## config.mk

```make
export PLATFORM = sky130hd
export DESIGN_NAME = quad_dac_loader
export DESIGN_NICKNAME = d
export VERILOG_FILES = /design/src/rtl/quad_dac_pkg.sv /design/src/rtl/qdl_access_fsm.sv /design/src/rtl/qdl_addr_decode.sv /design/src/rtl/qdl_channel.sv /design/src/rtl/quad_dac_loader.sv
export SDC_FILE = /design/constraint.sdc
export NUM_CORES = 1
export LEC_CHECK = 0
export ABC_CLOCK_PERIOD_IN_PS = 1500
export BUFFER_PORTS_ARGS = -buffer_cell sky130_fd_sc_hd__buf_2
export CORE_ASPECT_RATIO = 0.75
export CORE_MARGIN = 1
export CORE_UTILIZATION = 50
export CTS_CLUSTER_SIZE = 24
export DETAILED_ROUTE_END_ITERATION = 6
export PLACE_DENSITY = 0.72
export SYNTH_ARGS = -nofsm -noshare
export SYNTH_HDL_FRONTEND = slang
export SYNTH_SLANG_ARGS = --single-unit
```

## constraint.sdc

```tcl
create_clock -name clk_i -period 1.5 [get_ports clk_i]
set_input_delay 0.15 -clock clk_i [delete_from_list [all_inputs] [get_ports clk_i]]
set_output_delay 0.15 -clock clk_i [all_outputs]
set_load 0.02 [all_outputs]
```

## src/rtl/quad_dac_pkg.sv

```systemverilog
package quad_dac_pkg;

    // Address map selected at elaboration
    typedef enum logic [1:0] {
        MAP_BCAST    = 2'd0,  // offset top bit requests a global transfer
        MAP_LASTBYTE = 2'd1,  // last channel's low byte triggers the transfer
        MAP_SINGLE   = 2'd2   // one channel, nibble write transfers
    } map_mode_e;

    // Access state machine
    typedef enum logic {
        ST_IDLE = 1'b0,
        ST_HOLD = 1'b1
    } acc_state_e;

endpackage

```

## src/rtl/qdl_access_fsm.sv

```systemverilog
module qdl_access_fsm
    import quad_dac_pkg::*;
(
    input  logic clk_i,
    input  logic rst_ni,
    input  logic cs_ni,
    input  logic wr_ni,
    input  logic xfer_i,
    output logic accept_o,
    output logic upd_o
);

    acc_state_e state_q, state_d;
    logic       bus_req;
    logic       upd_q;

    assign bus_req = !cs_ni && !wr_ni;

    always_comb begin
        state_d = state_q;
        unique case (state_q)
            ST_IDLE: if (bus_req)  state_d = ST_HOLD;
            ST_HOLD: if (!bus_req) state_d = ST_IDLE;
            default: state_d = ST_IDLE;
        endcase
    end

    // state register
    always_ff @(posedge clk_i or negedge rst_ni) begin
        if (!rst_ni) state_q <= ST_IDLE;
        else         state_q <= state_d;
    end

    // outputs: decode enable from the idle state, registered update flag
    always_comb begin
        accept_o = 1'b0;
        unique case (state_q)
            ST_IDLE: accept_o = bus_req;
            ST_HOLD: accept_o = 1'b0;
            default: accept_o = 1'b0;
        endcase
    end

    always_ff @(posedge clk_i or negedge rst_ni) begin
        if (!rst_ni) upd_q <= 1'b1;
        else         upd_q <= xfer_i;
    end

    assign upd_o = upd_q;

endmodule

```

## src/rtl/qdl_addr_decode.sv

```systemverilog
module qdl_addr_decode
    import quad_dac_pkg::*;
#(
    parameter map_mode_e MODE   = MAP_BCAST,
    parameter int        NUM_CH = 4,
    parameter int        ADDR_W = $clog2(NUM_CH) + 2
) (
    input  logic              accept_i,
    input  logic [ADDR_W-1:0] addr_i,
    output logic [NUM_CH-1:0] byte_ld_o,
    output logic [NUM_CH-1:0] nib_ld_o,
    output logic              xfer_o
);

    localparam int SEL_W = $clog2(NUM_CH);
    localparam logic [SEL_W-1:0]  LAST_CH  = SEL_W'(NUM_CH - 1);
    localparam logic [ADDR_W-1:0] SG_BYTE  = ADDR_W'(2);
    localparam logic [ADDR_W-1:0] SG_NIB   = ADDR_W'(1);

    logic             top_bit;
    logic [SEL_W-1:0] ch_sel;
    logic             hi_sel;

    assign top_bit = addr_i[ADDR_W-1];
    assign ch_sel  = addr_i[ADDR_W-2:1];
    assign hi_sel  = addr_i[0];

    always_comb begin
        byte_ld_o = '0;
        nib_ld_o  = '0;
        xfer_o    = 1'b0;
        if (accept_i) begin
            unique case (MODE)
                MAP_BCAST: begin
                    if (top_bit)     xfer_o            = 1'b1;
                    else if (hi_sel) nib_ld_o[ch_sel]  = 1'b1;
                    else             byte_ld_o[ch_sel] = 1'b1;
                end
                MAP_LASTBYTE: begin
                    if (!top_bit) begin
                        if (hi_sel) begin
                            nib_ld_o[ch_sel] = 1'b1;
                        end else begin
                            byte_ld_o[ch_sel] = 1'b1;
                            xfer_o = (ch_sel == LAST_CH);
                        end
                    end
                end
                MAP_SINGLE: begin
                    if (addr_i == SG_BYTE) begin
                        byte_ld_o[0] = 1'b1;
                    end else if (addr_i == SG_NIB) begin
                        nib_ld_o[0] = 1'b1;
                        xfer_o      = 1'b1;
                    end
                end
                default: ;
            endcase
        end
    end

endmodule

```

## src/rtl/qdl_channel.sv

```systemverilog
module qdl_channel #(
    parameter int CODE_W = 12,
    parameter int BUS_W  = 8
) (
    input  logic              clk_i,
    input  logic              rst_ni,
    input  logic              byte_ld_i,
    input  logic              nib_ld_i,
    input  logic              xfer_i,
    input  logic [BUS_W-1:0]  data_i,
    output logic [CODE_W-1:0] code_o
);

    localparam int HI_W = CODE_W - BUS_W;
    localparam logic [CODE_W-1:0] MID = CODE_W'(1) << (CODE_W - 1);

    logic [BUS_W-1:0]  lo_q, lo_d;
    logic [HI_W-1:0]   hi_q, hi_d;
    logic [CODE_W-1:0] code_q;

    // the transfer sees the value being written in the same cycle
    assign lo_d = byte_ld_i ? data_i : lo_q;
    assign hi_d = nib_ld_i ? data_i[HI_W-1:0] : hi_q;

    always_ff @(posedge clk_i or negedge rst_ni) begin
        if (!rst_ni) begin
            lo_q   <= MID[BUS_W-1:0];
            hi_q   <= MID[CODE_W-1:BUS_W];
            code_q <= MID;
        end else begin
            lo_q <= lo_d;
            hi_q <= hi_d;
            if (xfer_i) code_q <= {hi_d, lo_d};
        end
    end

    assign code_o = code_q;

endmodule

```

## src/rtl/quad_dac_loader.sv

```systemverilog
module quad_dac_loader
    import quad_dac_pkg::*;
#(
    parameter map_mode_e MODE   = MAP_BCAST,
    parameter int        NUM_CH = 4,
    parameter int        CODE_W = 12,
    parameter int        BUS_W  = 8,
    parameter int        ADDR_W = $clog2(NUM_CH) + 2
) (
    input  logic                     clk_i,
    input  logic                     rst_ni,
    input  logic                     cs_ni,
    input  logic                     wr_ni,
    input  logic [ADDR_W-1:0]        addr_i,
    input  logic [BUS_W-1:0]         data_i,
    output logic [NUM_CH*CODE_W-1:0] codes_o,
    output logic                     upd_o
);

    logic              accept;
    logic              xfer;
    logic [NUM_CH-1:0] byte_ld;
    logic [NUM_CH-1:0] nib_ld;

    qdl_access_fsm u_fsm (
        .clk_i    (clk_i),
        .rst_ni   (rst_ni),
        .cs_ni    (cs_ni),
        .wr_ni    (wr_ni),
        .xfer_i   (xfer),
        .accept_o (accept),
        .upd_o    (upd_o)
    );

    qdl_addr_decode #(
        .MODE   (MODE),
        .NUM_CH (NUM_CH),
        .ADDR_W (ADDR_W)
    ) u_dec (
        .accept_i  (accept),
        .addr_i    (addr_i),
        .byte_ld_o (byte_ld),
        .nib_ld_o  (nib_ld),
        .xfer_o    (xfer)
    );

    for (genvar k = 0; k < NUM_CH; k++) begin : g_ch
        qdl_channel #(
            .CODE_W (CODE_W),
            .BUS_W  (BUS_W)
        ) u_ch (
            .clk_i     (clk_i),
            .rst_ni    (rst_ni),
            .byte_ld_i (byte_ld[k]),
            .nib_ld_i  (nib_ld[k]),
            .xfer_i    (xfer),
            .data_i    (data_i),
            .code_o    (codes_o[k*CODE_W +: CODE_W])
        );
    end

endmodule

```

* Word level (Yosys, flattened, before mapping) *
Cells that the tools add are included.
Widths: inputs -> output; s select.

operators by class
  reduce and logical (&&, ||, !) cells = 4
  multiplexer cells = 20
  bitwise gates (word level) = 1
  magnitude comparators = 2

operators by type and width
  kind                number
  $mux 4              10
  $mux 8              4
  $mux 1              4
  $lt 2x3->1 const B  1
  $demux 1 s2         1
  $ge 2x1->1 const B  1
  $logic_and 1x1->1   2
  $logic_not 1->1     2
  $pmux 1 s2          1
  $not 1->1           1

storage, ports and cells
  input port bits = 16
  word-level logic and storage cells = 41
  register bits = 98
  output and inout port bits = 49

* Logic depth before layout (Yosys ltp) *
Gate-level depths: netlist of run 1.

  word-level depth = 8
  depth in mapped cells = 4
  depth with buffers taken out = 3

* By module *
From an unflattened synthesis of run 1, not the netlist that was laid out.

unflattened totals
  cell total of the unflattened synthesis = 218
  area, all modules = 3952.5 um^2

by module, submodules not included
  module           area an instance (um^2)  cells each  seq. area each (um^2)  times used
  qdl_channel      952.2                    50          603.1                  4
  qdl_addr_decode  78.8                     14          0.0                    1
  qdl_access_fsm   65.1                     4           51.3                   1

* Least setup slack after synthesis of run 1 *
Ideal clock, no wire load.

  kind = register to register
  start point = reg u_fsm.state_q
  end point = reg g_ch[3].u_ch.hi_q[0]
  slack = -0.015 ns
  stages on the path, launching flop included = 4
  arrival time = 1.390 ns
  buffers on the path = 0
  data required time = 1.375 ns
  setup time = 0.125 ns
  cells stage by stage = dfrtp_1 -> nor4b_4 -> and4b_2 -> mux2_2

between the ends
  cells in the longest elaborated chain, start to end = 4

ends and longest elaborated chain
  item                      RTL line               text
  start: declaration        qdl_access_fsm.sv:13   acc_state_e state_q, state_d;
  start signal: assignment  qdl_access_fsm.sv:31   else state_q <= state_d;
  $not 1->1                 -
  $pmux 1 s2 (*)            qdl_access_fsm.sv:37   unique case (state_q)
  $mux 4 (*)                qdl_addr_decode.sv:32  if (accept_i) begin
  $mux 4 (*)                qdl_channel.sv:23      assign hi_d = nib_ld_i ? data_i[HI_W-1:0] : hi_q;
  via g_ch[3].u_ch.hi_d[0]  qdl_channel.sv:18      logic [HI_W-1:0] hi_q, hi_d;
  end signal: assignment    qdl_channel.sv:28      hi_q <= MID[CODE_W-1:BUS_W];
  end signal: assignment    qdl_channel.sv:32      hi_q <= hi_d;
  end: declaration          qdl_channel.sv:18

The timed path passes the listed nets; every way through them passes the cells marked *.
A chain may end at the register's enable or synchronous reset.

* Final worst setup path of run 1 *
  start point = reg u_fsm.state_q
  end point = reg g_ch[3].u_ch.hi_q[1]

Same word-level chain as after synthesis.

==> results of run 1 <==
==> per-layer routing <==
metal / up-vias / share of wire [%] / routed length (um) / global-route usage, %
li1: 930 / - / - / -
met1: 1084 / 48 / 3430 / 28.6
met2: 46 / 47 / 3390 / 30.1
met3: 7 / 4.0 / 289 / 6.20
met4: 0 / 0.75 / 54 / 5.94
met5: - / 0 / 0 / 0
==> synth_stat cells (all sizes together) <==
library cell,instances
nor3,1
dfrtp,89
buf,5
mux2,96
nor4b,2
nand2,4
nor2,2
nor4,1
nand3,2
and4b,2
nor3b,1
dfstp,9
==> how the worst max path moves through the flow <==
stage / cells past startpoint / slack (ps) / endpoint
floorplan: 3 / -0.2 / g_ch[3].u_ch.hi_q[0]$_DFF_PN0_
global placement: 4 / 5 / g_ch[2].u_ch.code_o[2]$_DFFE_PN0P_
detailed placement: 3 / -20 / g_ch[3].u_ch.hi_q[0]$_DFF_PN0_
CTS: 3 / -50 / g_ch[3].u_ch.hi_q[1]$_DFF_PN0_
global route: 3 / -120 / g_ch[3].u_ch.hi_q[2]$_DFF_PN0_
finish: 3 / -50 / g_ch[3].u_ch.hi_q[1]$_DFF_PN0_
==> layout make-up <==
cell class / instances / area (um2) / share of cell area (%)
sequential: 98 / 2460 / 52.1
timing repair buffer: 76 / 510 / 10.8
clock buffer: 12 / 165 / 3.49
tap: 98 / 123 / 2.59
clock inverter: 4 / 72.6 / 1.53
multi-input combinational: 111 / 1390 / 29.5
==> power by group <==
group	switching (mW)	total (mW)	internal, mW
clock network	0.853	1.93	1.07
logic	0.802	1.61	0.806
registers	0.300	3.52	3.22
==> kinds of logic (layout without fill, tap and decap cells) <==
group | count (synthesis) | after routing
flops | 98 | 98
mux | 96 | 96
simple gates | 15 | 15
buf+inv | 5 | 92
==> sequential cells by signal, indices dropped and copies added (netlist names) <==
name              cells
u_fsm.state_q         1
u_fsm.upd_o           1
g_ch.u_ch.code_o     48
g_ch.u_ch.lo_q       32
g_ch.u_ch.hi_q       16
==> per-stage QoR <==
stage / utilization, % / worst slack [ps] / area, um2
after floorplan: - / -0.173 / 3730
after global placement: 60.8 / 5.32 / 4250
after detailed placement: 60.8 / -23.0 / 4250
after CTS: 66.1 / -53.2 / 4620
after global routing: 67.6 / -121 / 4730
final: 67.6 / -50.4 / 4730
==> critical path, cell delays in order, from the launching register on <==
cell and delay (ps):
dfrtp_2 470, nor4b_4 280, and4b_2 350, mux2_2 350
==> repair_timing <==
item | in CTS | in global routing
endpoints found under the setup margin | 44 | 90
endpoints found under the hold margin | 90 | 0
setup buffers | 0 | 1
pin swaps | 0 | 2
hold buffers | 1 | 0
cloned | 1 | 1
resized for setup | 26 | 17
==> flow_metrics.env, run 1 <==
export IMPL_outcome="finished with violations"
export IMPL_violations="negative setup slack"
export IMPL_muxShareOfSynthArea_pct=29.0
export IMPL_setup_tns_ps=-664
export IMPL_drc=0
export IMPL_coreArea_mm2=0.00699
export IMPL_num_io_pins=65
export IMPL_root_buffer="clkbuf_8"
export IMPL_fin_nets=312
export IMPL_netlist_area_mm2=0.00373
export IMPL_grt_use_total_pct=20.2
export IMPL_die_h_um=76.8
export IMPL_crit_start="u_fsm.state_q$_DFF_PN0_"
export IMPL_synth_xor_area_share_pct=0
export IMPL_p_per_area_mw_per_mm2=1490
export IMPL_synth_area_leaders="dfrtp_1, mux2_2, dfstp_2"
export IMPL_grt_max_degree=50
export IMPL_synth_top_area_share_pct=59.7
export IMPL_worst_hold_path_endpoint="u_fsm.state_q$_DFF_PN0_"
export IMPL_gp_congestion=0.705
export IMPL_drt_wl_total_um=7160
export IMPL_fin_skew_ps=6.93
export IMPL_place_inst=379
export IMPL_ys_seq_area_share_pct=66.1
export IMPL_final_common_cell="dfrtp_1"
export IMPL_worstHoldPathCells=2
export IMPL_layout_min_cycle_time_ps=1550
export IMPL_cp_required_ps=1740
export IMPL_yosys_warnings=0
export IMPL_maxSlewViolCount=0
export IMPL_finalCritPeriodShare_pct=103
export IMPL_grt_ovfl_total=0
export IMPL_portBuffers=64
export IMPL_min_delay_path_class="in -> reg"
export IMPL_r2r_cells=3
export IMPL_p_total_mw=7.05
export IMPL_whs_ps=74.2
export IMPL_crit_path_end_kind="register"
export IMPL_cts_buffers=9
export IMPL_final_antenna_net_count=0
export IMPL_drt_iter0_markers=80
export IMPL_worstSetupPathType="reg -> reg"
export IMPL_fillers=495
export IMPL_cts_max_path_buffers=2
export IMPL_syn_area_per_cell_um2=17.4
export IMPL_max_slew_margin_pct=45.0
export IMPL_synth_compound_area_share_pct=0
export IMPL_layout_common_cells="dfrtp_1, buf_2, mux2_2"
export IMPL_setup_ws_ps=-50.4
export IMPL_rsz0062_at_grt="yes"
export IMPL_fmax_ghz=0.645
export IMPL_htree_levels=3
export IMPL_cts_sinks=98
export IMPL_worstReg2RegEnd="g_ch[3].u_ch.hi_q[1]$_DFF_PN0_"
export IMPL_synth_fa_ha_area_share_pct=0
export IMPL_worstSkewPairLatency_ps=350
export IMPL_vias=2067
export IMPL_vias_per_cell=5.18
export IMPL_fp_row_count=26
export IMPL_r2r_start="u_fsm.state_q$_DFF_PN0_"
export IMPL_cap_viol_max_count=0
export IMPL_worstMarginPinSlew_ps=819
export IMPL_antenna_cells=0
export IMPL_final_hold_viol_count=0
export IMPL_r2r_setup_slack_ps=-50
export IMPL_initial_core_util_pct=53.3
export IMPL_firstDrtPassIters=4
export IMPL_area_growth_pct=26.8
export IMPL_die_width_um=102
export IMPL_path_clk_slew_ps=80
export IMPL_synth_cell_types=16
export IMPL_fin_cells=399
export IMPL_crit_fanout=4
export IMPL_synth_simple_area_share_pct=4.06
export IMPL_dieArea_mm2=0.00781
export IMPL_setup_viol=30
export IMPL_startpoint_type="register"
export IMPL_drive_gt1_share_pct=68.8
export IMPL_dp_hpwl_um=4630
export IMPL_grt_pass1_vias=2203
export IMPL_synth_top_family_by_area="multiplexers"
export IMPL_yosys_area_top_type="dfrtp_1"
export IMPL_min_from="cs_ni"
export IMPL_synth_fp_nets=230
export IMPL_crit_arrival_ps=1790
export IMPL_syn_inst=214
export IMPL_synth_seq_cells=98
export IMPL_grt_antenna_before_repair=0
export IMPL_grt_pass1_wl_um=11700
export IMPL_leakagePower_nw=2.38
export IMPL_wire_per_inst_um=17.9
export IMPL_irDropWorstVdd_mv=1.01
export IMPL_cts_tree="done"
Power figures use the tool's default switching activity.
==> run 2: changes to the inputs <==
SYNTH_HIERARCHICAL = 1   (was unset)
==> run 2 against run 1 <==
Compared with the run above:
- the run still ends with negative setup slack left
- clock skew increased by 6.8 ps
- core utilization fell by 0.95 points
- sequential power decreased by 1%
- sequential share of layout area is 2.8 points lower
- cell count up 4.3%
- critical path depth grew 3
- wire length rose by 0.73%
- non-clock buffer count rose by 13
- largest cell class unchanged
- highest routed layer unchanged
==> flow_metrics.env, run 2 <==
export IMPL_outcome="finished with violations"
export IMPL_violations="negative setup slack"
export IMPL_crit_fanout=8
export IMPL_final_util_pct=66.7
export IMPL_worstMarginPinSlew_ps=265
export IMPL_pre_cts_ws_ps=-470
export IMPL_cts_tree="done"
export IMPL_p_per_area_mw_per_mm2=1430
export IMPL_cp_slowest_stage_delay_ps=440
export IMPL_grt_max_degree=51
export IMPL_cpMaxStageDelayCell="or3b_4"
export IMPL_place_inst=392
export IMPL_synth_area_leaders="dfrtp_1, mux2_4, mux2_2"
export IMPL_die_h_um=79
export IMPL_synth_cell_types=14
export IMPL_drt_wl_total_um=7210
export IMPL_synthArstFlopShare_pct=100
export IMPL_setup_tns_ps=-26370
export IMPL_final_common_cell="mux2_4"
export IMPL_crit_buf_inv=1
export IMPL_area_growth_pct=26.5
export IMPL_fin_cells=416
export IMPL_largest_reg_flops=48
export IMPL_crit_arrival_ps=2220
export IMPL_path_delay_family="simple AND/OR/NAND/NOR gates"
export IMPL_maxSlewViolCount=0
export IMPL_initial_core_util_pct=52.7
export IMPL_ys_flop_type="dfrtp_1"
export IMPL_num_io_pins=65
export IMPL_worstSetupPathType="reg -> reg"
export IMPL_yosys_warnings=6
export IMPL_min_from="data_i[5]"
export IMPL_synth_top_area_share_pct=56.3
export IMPL_grt_pass1_wl_um=12000
export IMPL_final_hold_viol_count=0
export IMPL_crit_path_end_kind="register"
export IMPL_post_dp_cell_area_mm2=0.00468
export IMPL_grt_antenna_before_repair=0
export IMPL_synth_seq_cells=98
export IMPL_wire_per_inst_um=17.3
export IMPL_die_width_um=105
export IMPL_layout_min_cycle_time_ps=1960
export IMPL_cap_viol_max_count=0
export IMPL_yosys_area_top_type="dfrtp_1"
export IMPL_gp_congestion=0.705
export IMPL_root_buffer="clkbuf_8"
export IMPL_path_clk_slew_ps=100
export IMPL_coreArea_mm2=0.00750
export IMPL_wl_met2_um=3150
export IMPL_syn_area_per_cell_um2=18.1
export IMPL_cts_buffers=9
export IMPL_max_slew_margin_pct=82.4
export IMPL_dp_hpwl_um=4810
export IMPL_vias_per_cell=4.99
export IMPL_worstHoldPathCells=2
export IMPL_leakagePower_nw=2.49
export IMPL_finalCritPeriodShare_pct=130
export IMPL_dieArea_mm2=0.00827
export IMPL_ys_seq_area_share_pct=62.3
export IMPL_layout_common_cells="mux2_4, dfrtp_1, buf_2"
export IMPL_antenna_cells=0
export IMPL_grt_ovfl_total=0
export IMPL_vias=2074
export IMPL_worst_hold_path_endpoint="g_ch[3].u_ch/lo_q[5]$_DFF_PN0_"
export IMPL_grt_use_total_pct=19.9
export IMPL_syn_inst=218
export IMPL_grt_pass1_vias=2191
export IMPL_fin_nets=326
export IMPL_setup_ws_ps=-456
export IMPL_netlist_area_mm2=0.00395
export IMPL_drive_gt1_share_pct=69.2
export IMPL_routed_top_layer="met4"
export IMPL_setup_viol=96
export IMPL_whs_ps=94.1
export IMPL_cts_max_path_buffers=2
export IMPL_wl_met1_um=3700
export IMPL_crit_chain="nor3_2 > or3b_4 > nor3_2 > buf_6 > mux2_4 > mux2_4"
export IMPL_final_area_mm2=0.00500
export IMPL_rsz0062_at_grt="yes"
export IMPL_worstSkewPairLatency_ps=380
export IMPL_p_total_mw=7.13
export IMPL_synthTopCellsByCount="dfrtp_1, mux2_4, mux2_2"
export IMPL_dr_wl_met3_um=294
export IMPL_fmax_ghz=0.511
export IMPL_firstDrtPassIters=4
export IMPL_fp_row_count=27
export IMPL_min_delay_path_class="in -> reg"
export IMPL_cts_sinks=98
export IMPL_drc=0
export IMPL_portBuffers=64
export IMPL_synth_edf_count=0
export IMPL_fillers=565
export IMPL_r2r_setup_slack_ps=-460
export IMPL_htree_levels=3
export IMPL_final_antenna_net_count=0
export IMPL_drt_iter0_markers=41
export IMPL_fin_skew_ps=13.7
export IMPL_worstReg2RegEnd="g_ch[0].u_ch/code_o[5]$_DFFE_PN0P_"
export IMPL_synth_fp_nets=234
export IMPL_cp_required_ps=1760
export IMPL_r2r_start="u_fsm/state_q$_DFF_PN0_"
export IMPL_startpoint_type="register"
export IMPL_r2r_cells=6
export IMPL_synth_most_common_cell="dfrtp_1"
export IMPL_irDropWorstVdd_mv=1.12
## run 2: worst max path at each step
stage	startpoint	endpoint	slack (ps)	depth (start not counted)
floorplan	u_fsm/state_q$_DFF_PN0_	g_ch[0].u_ch/code_o[1]$_DFFE_PN0P_	-360	6
global placement	u_fsm/state_q$_DFF_PN0_	g_ch[1].u_ch/code_o[0]$_DFFE_PN0P_	-480	6
detailed placement	u_fsm/state_q$_DFF_PN0_	g_ch[1].u_ch/code_o[5]$_DFFE_PN0P_	-470	6
CTS	u_fsm/state_q$_DFF_PN0_	g_ch[0].u_ch/code_o[2]$_DFFE_PN0P_	-450	6
global route	u_fsm/state_q$_DFF_PN0_	g_ch[0].u_ch/code_o[4]$_DFFE_PN0P_	-540	6
finish	u_fsm/state_q$_DFF_PN0_	g_ch[0].u_ch/code_o[5]$_DFFE_PN0P_	-460	6
## run 2: repair_timing
action | 4_1_cts | 5_1_grt
setup buffers | 5 | 1
hold buffers | 3 | 0
hold endpoints to repair | 92 | 0
pin swaps | 3 | 1
endpoints found under the setup margin | 96 | 96
resized for setup | 14 | 2
## run 2: area by class of cell
type / instances / area (um2) / area share (%)
Sequential cell: 98 / 2460 / 49.3
Clock inverter: 7 / 77.6 / 1.55
Timing Repair Buffer: 89 / 631 / 12.6
Multi-Input combinational cell: 112 / 1580 / 31.6
Clock buffer: 9 / 124 / 2.48
Tap cell: 101 / 126 / 2.53
## run 2: cells by family after synthesis
family	synth area share, %
and+or+nand+nor	2.34
muxes	33.4
DFF	62.3
buffers and inverters	1.90
## run 2: report_power, final
group          internal [mW]  total, mW  switching (mW)  leakage [nW]
clock network          0.782       1.72           0.936        0.0998
logic                   1.04       1.93           0.887          1.13
registers               3.22       3.48           0.257          1.26
total                   5.05       7.13            2.08          2.49
## run 2: worst reg2reg max path, cell delays in order, from the launching register on
cell and delay (ps):
dfrtp_1 380, nor3_2 120, or3b_4 440, nor3_2 140
buf_6 190, mux2_4 330, mux2_4 260
## run 2: per-layer routing
layer,vias up,global-route usage [%]
li1,950,-
met1,1075,29.1
met2,43,27.4
met3,6,7.39
met4,0,5.92
met5,-,0
